$ cat config.mk
export PLATFORM = sky130hd
export DESIGN_NAME = host_regport
export DESIGN_NICKNAME = d
export VERILOG_FILES = /design/src/rtl/hrp_pkg.sv /design/src/rtl/hrp_sync.sv /design/src/rtl/hrp_strobe_fsm.sv /design/src/rtl/hrp_fifo.sv /design/src/rtl/host_regport.sv
export SDC_FILE = /design/constraint.sdc
export NUM_CORES = 1
export LEC_CHECK = 0
export BUFFER_PORTS_ARGS = -buffer_cell sky130_fd_sc_hd__buf_2
export CORE_ASPECT_RATIO = 0.7
export CORE_MARGIN = 2
export CORE_UTILIZATION = 35
export CTS_CLUSTER_DIAMETER = 120
export DETAILED_ROUTE_END_ITERATION = 12
export PLACE_DENSITY = 0.61
export SLEW_MARGIN = 15
export SYNTH_ARGS = -nofsm -noshare
export SYNTH_HDL_FRONTEND = slang
export SYNTH_SLANG_ARGS = --single-unit
$ cat constraint.sdc
create_clock -name clk -period 3.19 [get_ports clk]
set_input_delay 0.319 -clock clk [delete_from_list [all_inputs] [get_ports clk]]
set_output_delay 0.319 -clock clk [all_outputs]
set_load 0.02 [all_outputs]
$ cat src/rtl/hrp_pkg.sv
package hrp_pkg;

    localparam int HOST_W   = 8;
    localparam int REG_AW   = HOST_W - 1;
    localparam int PATH_BIT = HOST_W - 1;

    localparam int ST_OVF_BIT   = 0;
    localparam int ST_EMPTY_BIT = 1;

    typedef enum logic [2:0] {
        HS_IDLE,
        HS_WR_HOLD,
        HS_WR_DONE,
        HS_RD_HOLD,
        HS_RD_DONE
    } hs_state_e;

    typedef struct packed {
        logic [REG_AW-1:0] addr;
        logic [HOST_W-1:0] data;
    } wr_entry_t;

endpackage

$ cat src/rtl/hrp_sync.sv
module hrp_sync #(
    parameter int          W       = 1,
    parameter int          STAGES  = 2,
    parameter logic [W-1:0] RST_VAL = '1
) (
    input  logic         clk,
    input  logic         rst_n,
    input  logic [W-1:0] d,
    output logic [W-1:0] q
);

    logic [W-1:0] pipe [STAGES];

    always_ff @(posedge clk or negedge rst_n) begin
        if (!rst_n) begin
            for (int i = 0; i < STAGES; i++) pipe[i] <= RST_VAL;
        end else begin
            pipe[0] <= d;
            for (int i = 1; i < STAGES; i++) pipe[i] <= pipe[i-1];
        end
    end

    assign q = pipe[STAGES-1];

endmodule

$ cat src/rtl/hrp_strobe_fsm.sv
module hrp_strobe_fsm
    import hrp_pkg::*;
(
    input  logic clk,
    input  logic rst_n,
    input  logic cs_s_n,
    input  logic wr_s_n,
    input  logic rd_s_n,
    output logic capture,
    output logic wr_commit,
    output logic rd_commit
);

    hs_state_e state_q, state_d;

    // state register
    always_ff @(posedge clk or negedge rst_n) begin
        if (!rst_n) state_q <= HS_IDLE;
        else        state_q <= state_d;
    end

    // next state
    always_comb begin
        state_d = state_q;
        unique case (state_q)
            HS_IDLE: begin
                if (!cs_s_n && !wr_s_n)      state_d = HS_WR_HOLD;
                else if (!cs_s_n && !rd_s_n) state_d = HS_RD_HOLD;
            end
            HS_WR_HOLD: if (cs_s_n || wr_s_n) state_d = HS_WR_DONE;
            HS_WR_DONE: state_d = HS_IDLE;
            HS_RD_HOLD: if (cs_s_n || rd_s_n) state_d = HS_RD_DONE;
            HS_RD_DONE: state_d = HS_IDLE;
            default:    state_d = HS_IDLE;
        endcase
    end

    // outputs
    always_comb begin
        capture   = 1'b0;
        wr_commit = 1'b0;
        rd_commit = 1'b0;
        unique case (state_q)
            HS_IDLE:    capture = !cs_s_n && (!wr_s_n || !rd_s_n);
            HS_WR_HOLD: capture = !cs_s_n && !wr_s_n;
            HS_RD_HOLD: capture = !cs_s_n && !rd_s_n;
            HS_WR_DONE: wr_commit = 1'b1;
            HS_RD_DONE: rd_commit = 1'b1;
            default:    capture = 1'b0;
        endcase
    end

endmodule

$ cat src/rtl/hrp_fifo.sv
module hrp_fifo
    import hrp_pkg::*;
#(
    parameter int DEPTH = 64,
    localparam int PTR_W = (DEPTH > 1) ? $clog2(DEPTH) : 1,
    localparam int CNT_W = $clog2(DEPTH + 1)
) (
    input  logic      clk,
    input  logic      rst_n,
    input  logic      push,
    input  wr_entry_t push_entry,
    input  logic      pop,
    output wr_entry_t head,
    output logic      empty,
    output logic      full
);

    wr_entry_t        mem [DEPTH];
    logic [PTR_W-1:0] wr_ptr, rd_ptr;
    logic [CNT_W-1:0] count;

    function automatic logic [PTR_W-1:0] bump(input logic [PTR_W-1:0] p);
        return (p == PTR_W'(DEPTH - 1)) ? '0 : p + 1'b1;
    endfunction

    logic do_push, do_pop;
    assign do_push = push && !full;
    assign do_pop  = pop && !empty;

    always_ff @(posedge clk) begin
        if (do_push) mem[wr_ptr] <= push_entry;
    end

    always_ff @(posedge clk or negedge rst_n) begin
        if (!rst_n) begin
            wr_ptr <= '0;
            rd_ptr <= '0;
            count  <= '0;
        end else begin
            if (do_push) wr_ptr <= bump(wr_ptr);
            if (do_pop)  rd_ptr <= bump(rd_ptr);
            unique case ({do_push, do_pop})
                2'b10:   count <= count + 1'b1;
                2'b01:   count <= count - 1'b1;
                default: count <= count;
            endcase
        end
    end

    assign head  = mem[rd_ptr];
    assign empty = (count == '0);
    assign full  = (count == CNT_W'(DEPTH));

endmodule

$ cat src/rtl/host_regport.sv
module host_regport
    import hrp_pkg::*;
#(
    parameter int FIFO_DEPTH  = 64,
    parameter int SYNC_STAGES = 2
) (
    input  logic              clk,
    input  logic              rst_n,
    input  logic              hp_cs_n,
    input  logic              hp_wr_n,
    input  logic              hp_rd_n,
    input  logic              hp_addr,
    input  logic [HOST_W-1:0] hp_data_in,
    output logic [HOST_W-1:0] hp_data_out,
    output logic              hp_data_oe,
    output logic [REG_AW-1:0] rf_rd_addr,
    input  logic [HOST_W-1:0] rf_rd_data,
    output logic [REG_AW-1:0] rf_wr_addr,
    output logic [HOST_W-1:0] rf_wr_data,
    output logic              rf_wr_valid,
    input  logic              rf_wr_accept,
    output logic [HOST_W-1:0] seq_data,
    output logic              seq_push
);

    logic cs_s_n, wr_s_n, rd_s_n;

    hrp_sync #(.W(3), .STAGES(SYNC_STAGES), .RST_VAL(3'b111)) u_sync (
        .clk   (clk),
        .rst_n (rst_n),
        .d     ({hp_cs_n, hp_wr_n, hp_rd_n}),
        .q     ({cs_s_n, wr_s_n, rd_s_n})
    );

    logic capture, wr_commit, rd_commit;

    hrp_strobe_fsm u_fsm (
        .clk       (clk),
        .rst_n     (rst_n),
        .cs_s_n    (cs_s_n),
        .wr_s_n    (wr_s_n),
        .rd_s_n    (rd_s_n),
        .capture   (capture),
        .wr_commit (wr_commit),
        .rd_commit (rd_commit)
    );

    logic              cap_addr_q;
    logic [HOST_W-1:0] cap_data_q;
    logic [HOST_W-1:0] index_q;
    logic              ovf_q;
    logic              seq_push_q;
    logic [HOST_W-1:0] seq_data_q;

    always_ff @(posedge clk or negedge rst_n) begin
        if (!rst_n) begin
            cap_addr_q <= 1'b0;
            cap_data_q <= '0;
        end else if (capture) begin
            cap_addr_q <= hp_addr;
            cap_data_q <= hp_data_in;
        end
    end

    logic imm_req, dly_req, fifo_push, fifo_full, fifo_empty, fifo_pop;
    wr_entry_t fifo_in, fifo_head;

    assign imm_req   = wr_commit && cap_addr_q && !index_q[PATH_BIT];
    assign dly_req   = wr_commit && cap_addr_q &&  index_q[PATH_BIT];
    assign fifo_push = imm_req && !fifo_full;
    assign fifo_in   = '{addr: index_q[REG_AW-1:0], data: cap_data_q};
    assign fifo_pop  = rf_wr_valid && rf_wr_accept;

    always_ff @(posedge clk or negedge rst_n) begin
        if (!rst_n) begin
            index_q    <= '0;
            ovf_q      <= 1'b0;
            seq_push_q <= 1'b0;
            seq_data_q <= '0;
        end else begin
            if (wr_commit && !cap_addr_q) index_q <= cap_data_q;
            if (imm_req && fifo_full)          ovf_q <= 1'b1;
            else if (rd_commit && !cap_addr_q) ovf_q <= 1'b0;
            seq_push_q <= dly_req;
            if (dly_req) seq_data_q <= cap_data_q;
        end
    end

    hrp_fifo #(.DEPTH(FIFO_DEPTH)) u_fifo (
        .clk        (clk),
        .rst_n      (rst_n),
        .push       (fifo_push),
        .push_entry (fifo_in),
        .pop        (fifo_pop),
        .head       (fifo_head),
        .empty      (fifo_empty),
        .full       (fifo_full)
    );

    assign rf_wr_valid = !fifo_empty;
    assign rf_wr_addr  = fifo_head.addr;
    assign rf_wr_data  = fifo_head.data;
    assign seq_push    = seq_push_q;
    assign seq_data    = seq_data_q;
    assign rf_rd_addr  = index_q[REG_AW-1:0];

    logic [HOST_W-1:0] status;
    always_comb begin
        status               = '0;
        status[ST_OVF_BIT]   = ovf_q;
        status[ST_EMPTY_BIT] = fifo_empty;
    end

    assign hp_data_out = hp_addr ? rf_rd_data : status;
    assign hp_data_oe  = !hp_cs_n && !hp_rd_n;

endmodule

=== After elaboration in Yosys (flattened, before gate mapping) ===
Memories as Yosys holds them, arrays and structs flattened.
Index checks and enable logic that the tools add are counted.

* Register bits: 55
* Memory bits (writable): 960
* Input bits: 23
* Word-level logic and storage cells: 76
* Memories kept: 1

{| class="wikitable"
|+ Memory list
! name !! depth !! bits a word !! read ports !! clocked after memory_dff !! write ports !! RTL line !! source
|-
| u_fifo.mem || 64 || 15 || 1 || 0 || 1 || hrp_fifo.sv:18 || <nowiki>wr_entry_t mem [DEPTH];</nowiki>
|}

* Add/subtract/negate cells: 4
* Eq/ne operators: 12
* Mux-type cells: 16
* Reductions and logical operators: 31

{| class="wikitable"
|+ Operators with widths
! operator !! count
|-
| logical AND 1 bit || 14
|-
| case mux 7 bit (2 select lines) || 1
|-
| adder 6 x 1 -> 6 bit (second input constant) || 2
|-
| == test 6 bit (second input constant) || 2
|-
| 2-to-1 mux 3 bit || 4
|-
| 2-to-1 mux 6 bit || 2
|-
| logical NOT 1 bit || 9
|-
| case mux 3 bit (3 select lines) || 1
|-
| 2-to-1 mux 8 bit || 1
|-
| adder 7 x 1 -> 7 bit (second input constant) || 1
|-
| == test 7 bit (second input constant) || 1
|-
| logical NOT 7 bit || 1
|-
| subtractor 7 x 1 -> 7 bit (second input constant) || 1
|-
| == test 3 x 2 -> 1 bit (second input constant) || 2
|-
| 2-to-1 mux 1 bit || 6
|-
| != test 2 x 1 -> 1 bit (second input constant) || 2
|-
| nonzero test 2 bit || 2
|-
| == test 3 x 1 -> 1 bit (second input constant) || 1
|-
| == test 3 bit (second input constant) || 1
|-
| logical NOT 3 bit || 1
|-
| logical OR 1 bit || 3
|-
| != test 3 x 1 -> 1 bit (second input constant) || 1
|-
| case mux 1 bit (3 select lines) || 1
|-
| AND reduction 3 bit || 1
|-
| other kinds (2) || 2
|}

=== Logic depth before layout (Yosys ltp) ===
Gate-level depths: netlist of the first run.

* Word-level depth: 8
* Depth in mapped cells: 13

=== By module ===
From an unflattened synthesis of the first run, not the netlist that was laid out.

* Cells, all modules: 1,871
* Area total of the unflattened synthesis: 39,584.2 µm²

{| class="wikitable"
|+ Modules (own cells, without submodules)
! module !! times used !! cells an instance !! area an instance (µm²) !! seq. area each (µm²)
|-
| hrp_fifo || 1 || 1,763 || 38,057.8 || 29,303.1
|-
| host_regport || 1 || 82 || 1,181.1 || 675.6
|-
| hrp_sync || 1 || 9 || 180.2 || 157.7
|-
| hrp_strobe_fsm || 1 || 17 || 165.2 || 75.1
|}

=== Least setup slack after synthesis of the first run ===
OpenSTA, ideal clock, no wires.

* Path type: reg2reg
* From: reg u_fifo.count[3]
* To: reg u_fifo.count[4]
* Setup time: 125 ps
* Arrival: 3,071 ps
* Data required time: 3,065 ps
* Path slack: -5 ps
* Cell stages (with the launch flop): 13
* Clock period less this slack: 3,195 ps
* Cells stage by stage: dfrtp_1 -> clkbuf_1 -> nor4_1 -> a31oi_1 -> ha_1 -> clkbuf_1 -> xor2_1 -> ha_1 -> and3b_1 -> o21ai_0 -> a21oi_1 -> a211o_1 -> xnor2_1

* Word-level cells in the longest chain between the ends: 6
* Elaborated cells on any way between the ends: 14

{| class="wikitable"
|+ RTL lines
! item !! RTL line !! source
|-
| start, declared || hrp_fifo.sv:20 || <nowiki>logic [CNT_W-1:0] count;</nowiki>
|-
| start signal, assigned || hrp_fifo.sv:43 || <nowiki>2'b10: count <= count + 1'b1;</nowiki>
|-
| start signal, assigned || hrp_fifo.sv:44 || <nowiki>2'b01: count <= count - 1'b1;</nowiki>
|-
| start signal, assigned || hrp_fifo.sv:45 || <nowiki>default: count <= count;</nowiki>
|-
| logical NOT 7 bit (*) || hrp_fifo.sv:51 || <nowiki>assign empty = (count == '0);</nowiki>
|-
| logical NOT 1 bit (*) || hrp_fifo.sv:28, host_regport.sv:100 ||
|-
| logical AND 1 bit || host_regport.sv:72 || <nowiki>assign fifo_pop = rf_wr_valid && rf_wr_accept;</nowiki>
|-
| logical AND 1 bit (*) || hrp_fifo.sv:28 || <nowiki>assign do_pop = pop && !empty;</nowiki>
|-
| named net u_fifo.do_pop || hrp_fifo.sv:26 || <nowiki>logic do_push, do_pop;</nowiki>
|-
| == test 2 x 1 -> 1 bit / == test 2 bit (equally long branches) || hrp_fifo.sv:42 || <nowiki>unique case ({do_push, do_pop})</nowiki>
|-
| case mux 7 bit (2 select lines) / nonzero test 2 bit (equally long branches) || - ||
|}

The timed path passes the listed nets; every way through them passes the cells marked *.
A chain may end at the register's enable or synchronous reset.

=== Worst setup path after layout of the first run ===
* From: reg u_fifo.rd_ptr[0]
* To: out rf_wr_data[2]

* Word-level cells in the longest chain between the ends: 1

{| class="wikitable"
|+ RTL lines
! item !! RTL line !! source
|-
| start, declared || hrp_fifo.sv:19 || <nowiki>logic [PTR_W-1:0] wr_ptr, rd_ptr;</nowiki>
|-
| start signal, assigned || hrp_fifo.sv:41 || <nowiki>if (do_pop) rd_ptr <= bump(rd_ptr);</nowiki>
|-
| memory read (64 x 15 bit) || - ||
|-
| end, declared || host_regport.sv:19 || <nowiki>output logic [HOST_W-1:0] rf_wr_data,</nowiki>
|}

No other way between the ends.

==> results by group, run 1 <==
Logic synthesis
  – Register area share after synthesis: 76.4%
  – Yosys reg bits: 1,015
  – Synth Net Count: 1,972
  – Total of warnings raised by yosys: 0
  – FFs w/ async S/R, synth: 5.42%
  – Syn_area_per_cell: 20.3 µm²
  – Syn Inst Count: 1,944
  – Netlist cell types: 54
  – Synth Flop Type: edfxtp_1
  – Post-Syn Area: 39,500 µm²
  – Number of enable flip-flop cells after synthesis: 960

GRT
  – GRT met3 Usage: 5.55%
  – Met1 Use GR: 27.3%
  – Most crowded layer after global routing: met1
  – Met2 Usage GRT: 23.7%
  – GR Overflow Total: 0
  – Number of global-route vias before repair: 19,864
  – GRT Overall Usage: 17.5%
  – Initial antenna violation count: 3
  – Largest net degree at the start of global routing: 68
  – Wire length of the first global-routing pass: 145 mm

Worst setup path
  – WP data required: 2.87 ns
  – Crit path DAT: 3.34 ns
  – Critical Path End Type: output pin
  – Worst Setup Start Kind: flop
  – Worst-path maximum fanout: 6
  – WS Path Type: reg2out

Clock tree
  – Clock tree buffer depth: 3
  – Clock edge transition at the registers on the reported setup and hold paths: 0.07 ns
  – CTS tree: done
  – Num CTS Buffers: 88
  – H-tree depth: 3
  – Insertion delay to the later sink of the worst-skew pair: 0.68 ns
  – Clk sinks: 1,015
  – Clock Tree Root: clkbuf_16

Place
  – Placed cells: 3,584
  – Post-DP HPWL: 63.9 mm
  – Port bufs: 63
  – GPL Wtd Cong: 0.821
  – Placed cell area: 42,800 µm²

Outcome
  – Failing checks: setup timing
  – Status: finished, violations left

Routing
  – Drt total wl: 102 mm
  – DRC Markers: 0
  – Final ANT Viol Nets: 0
  – WL per Instance: 27.0 µm
  – Total number of vias: 20,495
  – Avg Vias per Cell: 5.42
  – 1st-iter DRT viols: 2,871
  – Drt pass-1 iters: 5

Finish
  – Layout cells sized above 1: 30.0%
  – Util after Layout: 41.2%
  – P&R area growth vs syn: 17.1%
  – Diodes inserted: 0
  – Post-route cell area: 46,300 µm²
  – Fin cells: 3,780
  – Final #Nets: 2,215
  – Fill count: 9,841

Timing
  – RSZ-0062 raised after global routing: true
  – # setup viols final: 15
  – Max Freq: 0.273 GHz
  – Least-Margin Pin Slew: 1.02 ns
  – Max Slew Vio Count: 0
  – Worst setup margin: -0.469 ns
  – Final min period: 3.66 ns
  – Max-slew headroom: 31.6%
  – Final Hold Vio Count: 0
  – Final setup TNS: -6.06 ns
  – Crit share post-route: 115%
  – Skew final: 0.0356 ns

Die
  – Rows: 103
  – Core area: 112,000 µm²
  – Die Wd: 406 µm
  – Initial cell density of the core: 35.2%
  – Die area: 116,000 µm²
  – Die Span Y: 285 µm
  – Top Ports: 64

Hold path
  – Worst min path class: in2async

Power and ir drop
  – Leak: 0.0152 µW
  – PwrDens: 905 nW/µm²
  – Peak supply drop: 607 µV

Job
  – Max cap viols: 0
-- final cells by class --
cell class | count | area [µm²] | share of cell area (%)
inverters | 9 | 33.8 | 0.0730
clock buffers | 114 | 2360 | 5.11
flip-flops and latches | 1015 | 30200 | 65.3
well taps | 1522 | 1900 | 4.11
repair buffers | 268 | 2430 | 5.26
clock inverters | 47 | 370 | 0.800
multi-input cells | 805 | 8940 | 19.3
-- worst max-delay path: stages (launching register included) --
cell	delay, ns
dfrtp_4	0.51
buf_12	0.16
buf_12	0.15
buf_12	0.14
mux4_2	0.41
mux4_2	0.60
mux2_4	0.34
a22o_1	0.22
buf_6	0.14
-- path summary, 6_finish.rpt --
path                                           to  cells after the start              from  slack [ns]
worst max-delay path                rf_wr_data[2]                      8  u_fifo.rd_ptr[0]       -0.47
worst min-delay path                  seq_data[7]                      2             rst_n        0.24
worst max register to register  u_fifo.mem[20][6]                      7  u_fsm.state_q[2]        0.13
worst min register to register        u_sync.q[0]                      0    u_sync.pipe[3]        0.36
max in group asynchronous             u_sync.q[1]                      3             rst_n        2.31
min in group clk                 u_fifo.rd_ptr[2]                      6      rf_wr_accept        0.26
-- power by group --
part | switching [µW] | leakage, µW | total [µW] | internal, µW
Sequential | 1120 | 0.00929 | 17400 | 16300
Combinational | 7900 | 0.00459 | 14000 | 6140
Clock | 4760 | 0.00132 | 10400 | 5640
Total | 13800 | 0.0152 | 41900 | 28100
-- layer usage --
| metal | vias up | share of wire [%] |
|---|---|---|
| met5 | - | 0.0078 |
| li1 | 8452 | - |
| met1 | 10904 | 45 |
| met2 | 1036 | 42 |
| met3 | 101 | 12 |
| met4 | 2 | 1.4 |
-- synthesized netlist by cell type, types with 19 or more instances --
master    count  area, µm²
a22oi_1      55        413
buf_2        20        100
edfxtp_1    960      28800
nor2_1       78        293
buf_4        29        218
a21oi_1      20        100
nand3_1      32        160
clkbuf_1     59        221
mux2i_1     129       1290
a31oi_1      19        119
mux4_2      192       4320
nand2_1      85        319
dfrtp_1      49       1230
mux2_2       53        597
-- cell usage in the layout (no fill, tap or decap), types with 12 or more instances in the layout --
master	instances
clkinv_2	15
clkbuf_16	91
edfxtp_1	960
a31oi_1	18
nor2_1	75
clkbuf_1	23
nand2_1	81
buf_4	156
a221oi_1	12
mux2i_1	128
buf_2	51
a21oi_1	20
dfrtp_1	29
mux4_2	192
buf_6	17
buf_12	21
mux2_2	44
clkinv_1	21
nand3_1	28
dlygate4sd3_1	13
a22oi_1	51
dfrtp_2	17
-- through the flow --
stage / total power, µW / worst slack (ns) / hold WS (ns)
6_report: 41900 / -0.469 / 0.238
5_1_grt: 43300 / -0.538 / 0.252
4_1_cts: 41900 / -0.489 / 0.212
3_5_place_dp: 30400 / 0.0592 / 0.349
3_3_place_gp: 30200 / 0.160 / 0.349
2_1_floorplan: 24900 / 0.155 / 0.0234
-- sequential cells by signal (all words and copies together), names as in the netlist, 3 cells and up --
register	flops
u_sync.pipe	3
u_sync.q	3
index_q	8
cap_data_q	8
seq_data	8
u_fifo.mem	960
u_fifo.wr_ptr	6
u_fsm.state_q	3
u_fifo.rd_ptr	6
u_fifo.count	7
-- kinds of logic after synthesis --
family,count (synthesis),share of synthesized area (%)
DFF,1015,76.4
muxes,374,15.7
and+or+nand+nor,239,2.71
AOI/OAI and AO/OA,173,3.19
buffers and inverters,124,1.52
xor gates and xnor gates,14,0.310
adders and majority gates,5,0.158
-- what timing repair did --
action	in CTS	in global routing
gates cloned	5	0
resized for setup	71	13
pin swaps	5	2
setup buffers	17	0
hold buffers	13	0
endpoints found under the setup margin	15	29
hold endpoints to repair	55	0
Note: power is estimated with default switching activity, not from simulation.
==> inputs of run 2 (changes only) <==
--- a/config.mk
+++ b/config.mk
@@ -5,12 +5,15 @@
 export SDC_FILE = /design/constraint.sdc
 export NUM_CORES = 1
 export LEC_CHECK = 0
+export ABC_AREA = 1
 export BUFFER_PORTS_ARGS = -buffer_cell sky130_fd_sc_hd__buf_2
 export CORE_ASPECT_RATIO = 0.7
 export CORE_MARGIN = 2
 export CORE_UTILIZATION = 35
 export CTS_CLUSTER_DIAMETER = 120
 export DETAILED_ROUTE_END_ITERATION = 12
+export GPL_ROUTABILITY_DRIVEN = 0
+export HOLD_SLACK_MARGIN = 0.06
 export PLACE_DENSITY = 0.61
 export SLEW_MARGIN = 15
 export SYNTH_ARGS = -nofsm -noshare
==> run 2 against run 1 <==
Net effect: the run still ends with setup timing left; sequential share of layout area decreased by 6.3 points; via count increased by 47%; clock-buffer cell count up 15; combinational power is 23% higher; core utilization rose by 0.30 points; worst setup slack improved by 0.46 ns; critical path type unchanged; critical endpoint is now rf_wr_data[6]; hold slack got worse by 0.011 ns; sequential power is essentially flat; sequential cell count is the same; routed wire length rose by 25%.
==> results by group, run 2 <==
Outcome
  – Status: finished, violations left
  – Failing checks: setup timing

Finish
  – Final #Nets: 4,332 (+96%)
  – Util after Layout: 41.5% (+0.30 points)
  – Commonest cells after routing, fill and taps aside: nand2_1 (1,214), edfxtp_1 (960), inv_1 (477)
  – Most common cell after layout, fill and taps aside: nand2_1
  – Layout cells sized above 1: 14.3% (-16 points)
  – P&R area growth vs syn: 17.9%
  – Max reg flops: 960 (unchanged)
  – Most flops, register: u_fifo.mem

Hold path
  – Worst min path class: in2reg

Place
  – Place WS: 0.289 ns (+0.229 ns)
  – Post-DP HPWL: 70.4 mm (+10%)
  – Port bufs: 63 (unchanged)

Power and ir drop
  – PwrDens: 895 nW/µm² (-1.1%)
  – Leak: 0.0207 µW (+36%)
  – Peak supply drop: 555 µV (-8.5%)

Logic synthesis
  – Most common cell in the netlist: nand2_1
  – Yosys reg bits: 1,015 (unchanged)
  – Top cells by area, synth: edfxtp_1 (66%), nand2_1 (11%), nand3_1 (5.5%)
  – Netlist cell types: 41 (-24%)
  – Syn Inst Count: 4,146 (+110%)
  – Number of enable flip-flop cells after synthesis: 960 (unchanged)
  – Synth Flop Type: edfxtp_1
  – Top cells by count, synth: nand2_1 (1,299), edfxtp_1 (960), inv_1 (494)
  – Yosys top cell area share: 66.3% (-6.6 points)
  – Syn_area_per_cell: 10.5 µm² (-48%)
  – Post-Syn Area: 43,400 µm² (+9.9%)
  – Synth Net Count: 4,174 (+110%)
  – FFs w/ async S/R, synth: 5.42% (unchanged)
  – Register area share after synthesis: 69.5% (-6.9 points)
  – Total of warnings raised by yosys: 0 (unchanged)
  – Yosys top cell by area: edfxtp_1

Worst setup path
  – Worst-path maximum fanout: 8 (+2)
  – Critical path, cell by cell: buf_12, buf_16, clkinv_16, clkbuf_16, nand2_2, nand3_2, nand3_2, nand3_2, nand2_2, nand2_4, nand2_2, inv_2, nand2_2, buf_6
  – Critical Path Most Common Cell: nand2_2
  – CP max stage cell: dfrtp_4
  – WP data required: 2.87 ns (about the same)
  – WS Path Type: reg2out
  – CP peak stage delay: 0.50 ns (-0.10 ns)
  – Worst Setup Start Kind: flop
  – Crit path DAT: 2.88 ns (-0.46 ns)
  – Critical Path End Type: output pin

Die
  – Top Ports: 64 (unchanged)
  – Die Span Y: 299 µm (+4.8%)
  – Die Wd: 425 µm (+4.8%)
  – Core area: 124,000 µm² (+9.9%)
  – Initial cell density of the core: 35.2% (about the same)
  – Die area: 127,000 µm² (+9.8%)
  – Rows: 108 (+4.9%)

Timing
  – Final min period: 3.20 ns (-0.463 ns)
  – Final Hold Vio Count: 0 (unchanged)
  – # setup viols final: 2 (-13)
  – Max Freq: 0.313 GHz (+14%)
  – Max-slew headroom: 28.9% (-2.7 points)
  – Skew final: 0.0268 ns (-0.00885 ns)
  – Worst setup margin: -0.00605 ns (+0.463 ns)
  – RSZ-0062 raised after global routing: true
  – Crit share post-route: 100% (-15 points)
  – Least-Margin Pin Slew: 1.07 ns (+0.0434 ns)
  – Max Slew Vio Count: 0 (unchanged)

GRT
  – Number of global-route vias before repair: 27,670 (+39%)
  – Met2 Usage GRT: 26.7% (+3.1 points)
  – Met1 Use GR: 30.6% (+3.3 points)
  – Wire length of the first global-routing pass: 185 mm (+28%)
  – GRT Overall Usage: 19.5% (+2.0 points)
  – Initial antenna violation count: 1 (-2)
  – Largest net degree at the start of global routing: 104 (+53%)
  – GR Overflow Total: 0 (unchanged)
  – Most crowded layer after global routing: met1
  – GRT met3 Usage: 4.98% (-0.57 points)

Routing
  – DRC Markers: 0 (unchanged)
  – WL per Instance: 21.1 µm (-22%)
  – Total number of vias: 30,056 (+47%)
  – 1st-iter DRT viols: 4,236 (+48%)
  – Drt pass-1 iters: 6 (+1)
  – Avg Vias per Cell: 4.98 (-8.1%)
  – Drt total wl: 127 mm (+25%)
  – Final ANT Viol Nets: 0 (unchanged)

Clock tree
  – Clock tree buffer depth: 3 (unchanged)
  – Num CTS Buffers: 92 (+4.5%)
  – CTS tree: done
  – Clk sinks: 1,015 (unchanged)
  – Clock edge transition at the registers on the reported setup and hold paths: 0.06 ns (about the same)
  – H-tree depth: 3 (unchanged)
  – Clock Tree Root: clkbuf_16
  – Insertion delay to the later sink of the worst-skew pair: 0.70 ns (+0.02 ns)

Job
  – Max cap viols: 0 (unchanged)
run 2: changes by cell type after synthesis, sizes merged, moves of 129 or more:
cell and change:
nand3 +449, nand2 +1221, nor2 +298, inv +491, o21ai +159, mux2i -129, mux4 -192
run 2: final timing paths:
check | from | endpoint | slack, ns | cells past startpoint
min reg2reg | u_sync.pipe[3] | u_sync.q[0] | 0.35 | 0
min | rf_wr_accept | u_fifo.rd_ptr[1] | 0.23 | 6
max in group asynchronous | rst_n | u_sync.pipe[3] | 2.00 | 3
max | u_fifo.rd_ptr[0] | rf_wr_data[6] | -0.006 | 14
max reg2reg | u_fifo.count[0] | u_fifo.count[4] | 0.47 | 17
min in group asynchronous | rst_n | seq_data[4] | 0.33 | 2
run 2: cell type report:
type / instances / area [µm²]
Clock inverter: 39 / 370
Clock buffer: 129 / 2560
Multi-Input combinational cell: 2416 / 10900
Antenna cell: 3 / 7.51
Timing Repair inverter: 8 / 154
Timing Repair Buffer: 267 / 3030
Tap cell: 1650 / 2060
Fill cell: 11637 / 72300
Inverter: 504 / 1930
Sequential cell: 1015 / 30200
run 2: layer usage:
layer / share of wire [%] / routed length [µm]
met3: 11 / 14500
met1: 46 / 58400
met2: 41 / 51900
met4: 1.9 / 2410
met5: 0 / 0
run 2: what timing repair did:
item / 4_1_cts / 5_1_grt
buffers inserted: 12 / 5
setup endpoints to repair: 15 / 15
endpoints found under the hold margin: 49 / 0
resized for setup: 204 / 131
cloned: 21 / 8
hold buffers: 13 / 0
pin swaps: 21 / 57
run 2: per-stage QoR:
stage               cell area [µm²]  hold slack, ns  TNS (ns)  power [µW]  std cells
floorplan                     43400          0.0234         0       25800       4146
global placement              46200           0.346         0       31800       5803
detailed placement            46200           0.347         0       31900       5803
CTS                           50600           0.206    -0.224       44800       6016
global route                  51200           0.268    -0.805       47700       6028
finish                        51200           0.227  -0.00682       45900       6031
run 2: worst max-delay path: cells and delay by family (launching register included):
kind,cells,cell delay [ns]
buf+inv,6,0.93
flops,1,0.50
simple gates,8,0.73
run 2: cell families after synthesis:
logic type | count (synthesis) | synth area share, %
compound gates | 212 | 2.48
fa+ha+maj | 5 | 0.144
simple gates | 2187 | 20.6
flops | 1015 | 69.5
mux | 1 | 0.0259
buf+inv | 715 | 6.98
xor+xnor | 11 | 0.222
run 2: power by group:
part | internal [µW] | total, µW | switching [µW]
sequential | 16500 | 17600 | 1040
combinational | 5360 | 17200 | 11800
clock | 6110 | 11100 | 5000
